<file path="src/rtl/qenc_pkg.sv">
package qenc_pkg;
  typedef enum logic [1:0] {
    ST_STOPPED = 2'd0,
    ST_READY   = 2'd1,
    ST_ACTIVE  = 2'd2
  } qenc_state_e;

  typedef struct packed {
    logic dirclk;
    logic both;
    logic inv;
  } qenc_cfg_t;
endpackage

</file>
<file path="src/rtl/qenc_sync.sv">
module qenc_sync #(
  parameter int WIDTH  = 2,
  parameter int STAGES = 2
) (
  input  logic             clk,
  input  logic             rst_n,
  input  logic [WIDTH-1:0] d_i,
  output logic [WIDTH-1:0] q_o
);
  logic [WIDTH-1:0] stg_q [STAGES];

  always_ff @(posedge clk or negedge rst_n) begin
    if (!rst_n) begin
      for (int i = 0; i < STAGES; i++) stg_q[i] <= '0;
    end else begin
      stg_q[0] <= d_i;
      for (int i = 1; i < STAGES; i++) stg_q[i] <= stg_q[i-1];
    end
  end

  assign q_o = stg_q[STAGES-1];
endmodule

</file>
<file path="src/rtl/qenc_decode.sv">
module qenc_decode
  import qenc_pkg::*;
(
  input  logic      clk,
  input  logic      rst_n,
  input  logic [1:0] ch_s,
  input  qenc_cfg_t cfg,
  output logic      step_up,
  output logic      step_dn,
  output logic      step_bad
);
  logic [1:0] prev_q;
  logic a_n, b_n, a_o, b_o, edge_a, edge_b, clk_ev;

  always_ff @(posedge clk or negedge rst_n) begin
    if (!rst_n) prev_q <= 2'b00;
    else        prev_q <= ch_s;
  end

  // inversion is applied to both samples so a new setting never fakes an edge
  assign a_n    = ch_s[0] ^ cfg.inv;
  assign b_n    = ch_s[1];
  assign a_o    = prev_q[0] ^ cfg.inv;
  assign b_o    = prev_q[1];
  assign edge_a = a_n ^ a_o;
  assign edge_b = b_n ^ b_o;
  assign clk_ev = (b_n & ~b_o) | (cfg.both & ~b_n & b_o);

  always_comb begin
    step_up  = 1'b0;
    step_dn  = 1'b0;
    step_bad = 1'b0;
    if (cfg.dirclk) begin
      step_up = clk_ev & ~a_n;
      step_dn = clk_ev & a_n;
    end else if (edge_a && edge_b) begin
      step_bad = 1'b1;
    end else if (edge_a) begin
      step_up = (a_n != b_n);
      step_dn = (a_n == b_n);
    end else if (edge_b && cfg.both) begin
      step_up = (a_n == b_n);
      step_dn = (a_n != b_n);
    end
  end
endmodule

</file>
<file path="src/rtl/qenc_ctl.sv">
module qenc_ctl
  import qenc_pkg::*;
(
  input  logic        clk,
  input  logic        rst_n,
  input  logic        cmd_start,
  input  logic        cmd_stop,
  input  logic        cmd_enable,
  input  logic        cmd_disable,
  input  qenc_cfg_t   cfg_in,
  output qenc_state_e state,
  output qenc_cfg_t   cfg,
  output logic        start_ok,
  output logic        clr
);
  qenc_state_e state_q, state_d;
  qenc_cfg_t   cfg_q, cfg_d;

  assign start_ok = cmd_start && (state_q != ST_ACTIVE);
  assign clr      = cmd_start && (state_q == ST_STOPPED);

  always_comb begin
    state_d = state_q;
    cfg_d   = cfg_q;
    if (start_ok) begin
      state_d = ST_READY;
      cfg_d   = cfg_in;
    end else if (cmd_stop && state_q != ST_ACTIVE) begin
      state_d = ST_STOPPED;
    end else if (cmd_enable && state_q == ST_READY) begin
      state_d = ST_ACTIVE;
    end else if (cmd_disable && state_q != ST_STOPPED) begin
      state_d = ST_READY;
    end
  end

  always_ff @(posedge clk or negedge rst_n) begin
    if (!rst_n) begin
      state_q <= ST_STOPPED;
      cfg_q   <= '0;
    end else begin
      state_q <= state_d;
      cfg_q   <= cfg_d;
    end
  end

  assign state = state_q;
  assign cfg   = cfg_q;
endmodule

</file>
<file path="src/rtl/qenc_counter.sv">
module qenc_counter
  import qenc_pkg::*;
#(
  parameter int CNT_W       = 16,
  parameter int SYNC_STAGES = 2
) (
  input  logic             clk,
  input  logic             rst_n,
  input  logic             ch1_i,
  input  logic             ch2_i,
  input  logic             cfg_dirclk,
  input  logic             cfg_both,
  input  logic             cfg_inv,
  input  logic             cmd_start,
  input  logic             cmd_stop,
  input  logic             cmd_enable,
  input  logic             cmd_disable,
  input  logic             rd_count,
  input  logic             rd_delta,
  output logic [CNT_W-1:0] count_o,
  output logic [CNT_W-1:0] delta_o,
  output logic             rd_err,
  output logic             seq_err,
  output logic [1:0]       state_o
);
  localparam logic [CNT_W-1:0] CNT_ONE = CNT_W'(1);

  logic [1:0]  ch_s;
  qenc_cfg_t   cfg_in, cfg;
  qenc_state_e state;
  logic        start_ok, clr, step_up, step_dn, step_bad, active, legal_rd;

  logic [CNT_W-1:0] cnt_q, cnt_d, last_q, last_d, count_d, delta_d;
  logic             rd_err_d, seq_err_q, seq_err_d;

  assign cfg_in = '{dirclk: cfg_dirclk, both: cfg_both, inv: cfg_inv};

  qenc_sync #(.WIDTH(2), .STAGES(SYNC_STAGES)) u_sync (
    .clk (clk), .rst_n (rst_n), .d_i ({ch2_i, ch1_i}), .q_o (ch_s)
  );

  qenc_decode u_dec (
    .clk (clk), .rst_n (rst_n), .ch_s (ch_s), .cfg (cfg),
    .step_up (step_up), .step_dn (step_dn), .step_bad (step_bad)
  );

  qenc_ctl u_ctl (
    .clk (clk), .rst_n (rst_n),
    .cmd_start (cmd_start), .cmd_stop (cmd_stop),
    .cmd_enable (cmd_enable), .cmd_disable (cmd_disable),
    .cfg_in (cfg_in), .state (state), .cfg (cfg),
    .start_ok (start_ok), .clr (clr)
  );

  assign active   = (state == ST_ACTIVE);
  assign legal_rd = (state == ST_READY) || (state == ST_ACTIVE);

  always_comb begin
    if (clr)                  cnt_d = '0;
    else if (active && step_up) cnt_d = cnt_q + CNT_ONE;
    else if (active && step_dn) cnt_d = cnt_q - CNT_ONE;
    else                      cnt_d = cnt_q;

    last_d   = last_q;
    delta_d  = delta_o;
    rd_err_d = 1'b0;
    if (clr) begin
      last_d = '0;
    end
    if (rd_delta) begin
      if (legal_rd) begin
        delta_d = cnt_d - last_q;
        last_d  = cnt_d;
      end else begin
        delta_d  = '0;
        rd_err_d = 1'b1;
      end
    end

    count_d   = rd_count ? cnt_d : count_o;
    seq_err_d = start_ok ? 1'b0 : (seq_err_q | (active & step_bad));
  end

  always_ff @(posedge clk or negedge rst_n) begin
    if (!rst_n) begin
      cnt_q     <= '0;
      last_q    <= '0;
      count_o   <= '0;
      delta_o   <= '0;
      rd_err    <= 1'b0;
      seq_err_q <= 1'b0;
    end else begin
      cnt_q     <= cnt_d;
      last_q    <= last_d;
      count_o   <= count_d;
      delta_o   <= delta_d;
      rd_err    <= rd_err_d;
      seq_err_q <= seq_err_d;
    end
  end

  assign seq_err = seq_err_q;
  assign state_o = state;
endmodule

</file>
<file path="config.mk">
export PLATFORM = sky130hd
export DESIGN_NAME = qenc_counter
export DESIGN_NICKNAME = d
export VERILOG_FILES = /design/src/rtl/qenc_pkg.sv /design/src/rtl/qenc_sync.sv /design/src/rtl/qenc_decode.sv /design/src/rtl/qenc_ctl.sv /design/src/rtl/qenc_counter.sv
export SDC_FILE = /design/constraint.sdc
export NUM_CORES = 1
export LEC_CHECK = 0
export BUFFER_PORTS_ARGS = -buffer_cell sky130_fd_sc_hd__buf_2
export CAP_MARGIN = 25
export CORE_UTILIZATION = 63
export CTS_CLUSTER_SIZE = 25
export DETAILED_ROUTE_END_ITERATION = 7
export GPL_TIMING_DRIVEN = 0
export PLACE_DENSITY = 0.95
export SLEW_MARGIN = 20
export SYNTH_ARGS = -nofsm -noshare
export SYNTH_HDL_FRONTEND = slang
export SYNTH_SLANG_ARGS = --single-unit
</file>
<file path="constraint.sdc">
create_clock -name clk -period 7.1 [get_ports clk]
set_clock_uncertainty 0.05 [all_clocks]
set_input_delay 1.065 -clock clk [delete_from_list [all_inputs] [get_ports clk]]
set_output_delay 1.065 -clock clk [all_outputs]
set_load 0.01 [all_outputs]
</file>
==> reports/summary.txt <==
FINAL LAYOUT
--------------------------------------------------------------------------------------------------------
Count of antenna diodes in the layout .....................................................            0
Final core utilization ....................................................................       75.22%
FILL cells ................................................................................          437
Reg area ..................................................................................     1927 um2
Post-route insts no fill ..................................................................          560
Top library cells by usage in the layout, fill and taps aside ............................. 77 x dfrtp_1, 47 x buf_2, 41 x nand2_1
Fraction of layout cells with a size suffix above 1 .......................................       18.84%
Most common cell after layout, fill and taps aside ........................................      dfrtp_1
Area growth, synth to finish ..............................................................       13.08%
Net total in the final layout .............................................................          516
Area taken by multi-input logic gates .....................................................     2181 um2

YOSYS
--------------------------------------------------------------------------------------------------------
FFs w/ async S/R, synth ...................................................................       100.0%
Share of Yosys cell area claimed by the top area cell type ................................       44.85%
Number of different library cells in the post-synthesis netlist ...........................           58
Post-synth design cell area ...............................................................     4297 um2
Yosys warns ...............................................................................            0
Post-synthesis area per instance ..........................................................    10.25 um2
Top cells by area, synth .................................................................. dfrtp_1 45%, ha_1 7.0%, nand2_1 3.6%
Primary FF master, synth ..................................................................      dfrtp_1
Number of synthesized register bits .......................................................           77
Post-synth net total ......................................................................          457
Cell accounting for the most synthesized area .............................................      dfrtp_1
Sequential area share after synthesis .....................................................       44.85%
Number of enable-type register cells in the synthesized netlist ...........................            0
Cell count after synthesis ................................................................          419

WORST HOLD PATH
--------------------------------------------------------------------------------------------------------
Worst Min Path Start ...................................................................... u_sync.stg_q[2]
Type of the tightest min-delay check ...................................................... flop to flop

DRT
--------------------------------------------------------------------------------------------------------
Vias post-DR ..............................................................................        3,659
Wire per inst .............................................................................     19.26 um
Detailed-route DRC error count ............................................................            4
Initial DRC Count .........................................................................          366
Iteration count of the initial detailed-routing pass ......................................            8
Total detailed-routing wirelength .........................................................    10,780 um
Via count normalized by instance count ....................................................        6.534
ANT nets after route ......................................................................            0

SETUP PATH
--------------------------------------------------------------------------------------------------------
Top cell by count, worst path .............................................................      a31oi_1
Reg-to-reg startpoint ..................................................................... u_sync.q_o[0]
Delay of the slowest critical-path stage ..................................................      0.54 ns
Crit-path leading delay family ............................................................ compound AO/OA/AOI/OAI gates
Cell at the slowest stage of the critical path ............................................       mux4_1
Crit path cell chain ...................................................................... buf_6 -> and4bb_2 -> a31oi_1 -> mux4_1 -> o21ai_1 -> nand3_1 -> o32ai_1 -> xnor2_1 -> nor2_1 -> ha_1 -> a21o_1 -> a221o_1 -> a31oi_1 -> o31ai_1 -> a31oi_1 -> o21ai_0 -> xor3_1 -> o2bb2ai_1
Critical path fanouts, max ................................................................            9
Worst setup path class .................................................................... flop to flop
Critical path launch point ................................................................ u_sync.q_o[0]
Kind of end point of the critical path ....................................................         flop
Critical path buffer and inverter count ...................................................            1
Arrival time reported for the critical path endpoint ......................................      5.41 ns
Kind of start point of the critical path ..................................................         flop
Critical Path RT ..........................................................................      7.34 ns

FLOORPLAN
--------------------------------------------------------------------------------------------------------
Area of the core ..........................................................................     6459 um2
Height of the chip ........................................................................     84.59 um
Number of rows created at floorplan .......................................................           29
Ports .....................................................................................           49
Die Area ..................................................................................     7155 um2
DIE WIDTH .................................................................................     84.59 um
Starting density of the core ..............................................................       66.52%

CLOCK NETWORK
--------------------------------------------------------------------------------------------------------
Clock latency reported for the late side of the worst-skew pair ...........................      0.37 ns
Resized cells post-CTS ....................................................................            0
H-tree Lvls ...............................................................................            3
Maximum count of clock buffers along a single path ........................................            2
Post-CTS Hold Fix Bufs ....................................................................            0
CTS tree ..................................................................................         done
Post-CTS clock slew at the launch and capture registers of the worst setup and hold paths .      0.08 ns
Clock buffer count from CTS ...............................................................            9
Count of clock tree sinks .................................................................           77
Root Buffer ...............................................................................     clkbuf_8
Post-CTS Setup Inserts ....................................................................            0

POWER
--------------------------------------------------------------------------------------------------------
Total power of the final layout ...........................................................     1.339 mW
Power per Cell Area ....................................................................... 275.5 nW/um2
Static power due to leakage ...............................................................     2.342 nW
Maximum resistive drop on vdd .............................................................     201.1 uV

PLACEMENT
--------------------------------------------------------------------------------------------------------
Quantity of I/O buffers inserted on ports .................................................           47
Number of cells in the design after placement .............................................          544
Placed wire-length estimate after detailed placement ......................................      7581 um
RD Place Congestion .......................................................................       0.8962

GRT
--------------------------------------------------------------------------------------------------------
Overflow left after global routing ........................................................            0
All-Layer GR Usage ........................................................................       32.46%
Wire length of the first global-routing pass ..............................................    17,900 um
Via count of the first global-routing pass ................................................        3,660
Antenna violations before repair ..........................................................            0
Largest net degree at the start of global routing .........................................           44

STA
--------------------------------------------------------------------------------------------------------
Final Hold Viols ..........................................................................            0
Count of final setup violators ............................................................            0
Accumulated negative setup slack ..........................................................         0 ns
Setup repair after global routing missed its margin .......................................        false
Max-slew violation count ..................................................................            0
Time the final worst path needs with I/O delays and setup .................................     5.165 ns
Fraction of the cycle the final worst path needs ..........................................       72.74%
Max Clock Freq ............................................................................    193.6 MHz
Least-Margin Pin Slew .....................................................................    0.7381 ns
Remaining max-slew budget at the tightest pin .............................................       50.28%
Worst slack on hold paths .................................................................    0.3009 ns

RUN STATUS
--------------------------------------------------------------------------------------------------------
Result of the run ......................................................................... finished, violations left
Failing checks ............................................................................ design-rule violations

FLOW RUN
--------------------------------------------------------------------------------------------------------
Max-cap violations ........................................................................            0

state kept, by name, indices dropped and copies added (netlist names):
signal,cells
u_ctl.cfg,3
delta_o,16
count_o,16
u_ctl.state,2
last_q,16
u_dec.prev_q,2
rd_err,1
u_sync.stg_q,2
u_sync.q_o,2
seq_err,1
cnt_q,16
logic make-up after synthesis:
| logic type | count (synthesis) | synth area share (%) |
|---|---|---|
| AOI/OAI and AO/OA | 102 | 18.52 |
| xor gates and xnor gates | 28 | 6.057 |
| adders and majority gates | 25 | 7.455 |
| buffers and inverters | 46 | 4.397 |
| DFF | 77 | 44.85 |
| muxes | 12 | 3.786 |
| and+or+nand+nor | 129 | 14.94 |
layer usage:
layer / up-vias / global-route usage [%] / share of wire, %
li1: 1617 / - / -
met1: 1770 / 42.44 / 40
met4: 0 / 17.57 / 2.9
met2: 229 / 51.44 / 48
met3: 43 / 6.391 / 9.3
met5: - / 0 / 0
final timing paths:
path                                 end  slack [ns]  depth (start not counted)
setup / recovery             delta_o[15]        1.94                         18
hold reg to reg            u_sync.q_o[0]        0.30                          0
setup reg to reg             delta_o[15]        1.94                         18
hold / removal             u_sync.q_o[0]        0.30                          0
max in group asynchronous     last_q[14]        5.83                          2
min in group asynchronous     delta_o[3]        0.59                          1
cell usage after synthesis, drive strengths merged (5+ instances only):
master / count
xnor2: 16
ha: 24
nand2b: 6
nand2: 41
dfrtp: 77
o21ai: 24
o32ai: 5
a21o: 9
o31ai: 8
a31oi: 6
nand4: 6
a22o: 9
and2: 6
a21oi: 12
and3: 8
nand3: 15
inv: 31
nor2: 25
nor3: 6
clkbuf: 11
mux2: 8
xor2: 11
o2bb2ai: 9
report_power, final:
group	internal, mW	total [mW]	switching (mW)
Combinational	0.191	0.440	0.250
Clock	0.182	0.351	0.170
Sequential	0.503	0.547	0.0445
Total	0.875	1.34	0.464
final cells by class:
class                      count  area share (%)
tap                           77           1.983
multi-input combinational    296           44.89
sequential                    77           39.66
timing repair buffer          48           5.305
clock inverter                 5           1.159
clock buffer                  11           3.116
inverter                      31           2.395
buffer                        15           1.494
per-stage QoR:
| step | instance area [um2] | setup WS [ns] |
|---|---|---|
| global route | 4858 | 1.647 |
| detailed placement | 4651 | 2.098 |
| CTS | 4858 | 2.025 |
| finish | 4858 | 1.935 |
| floorplan | 4297 | 2.804 |
| global placement | 4628 | 2.303 |
No activity file was read; power rests on OpenSTA's default activity.
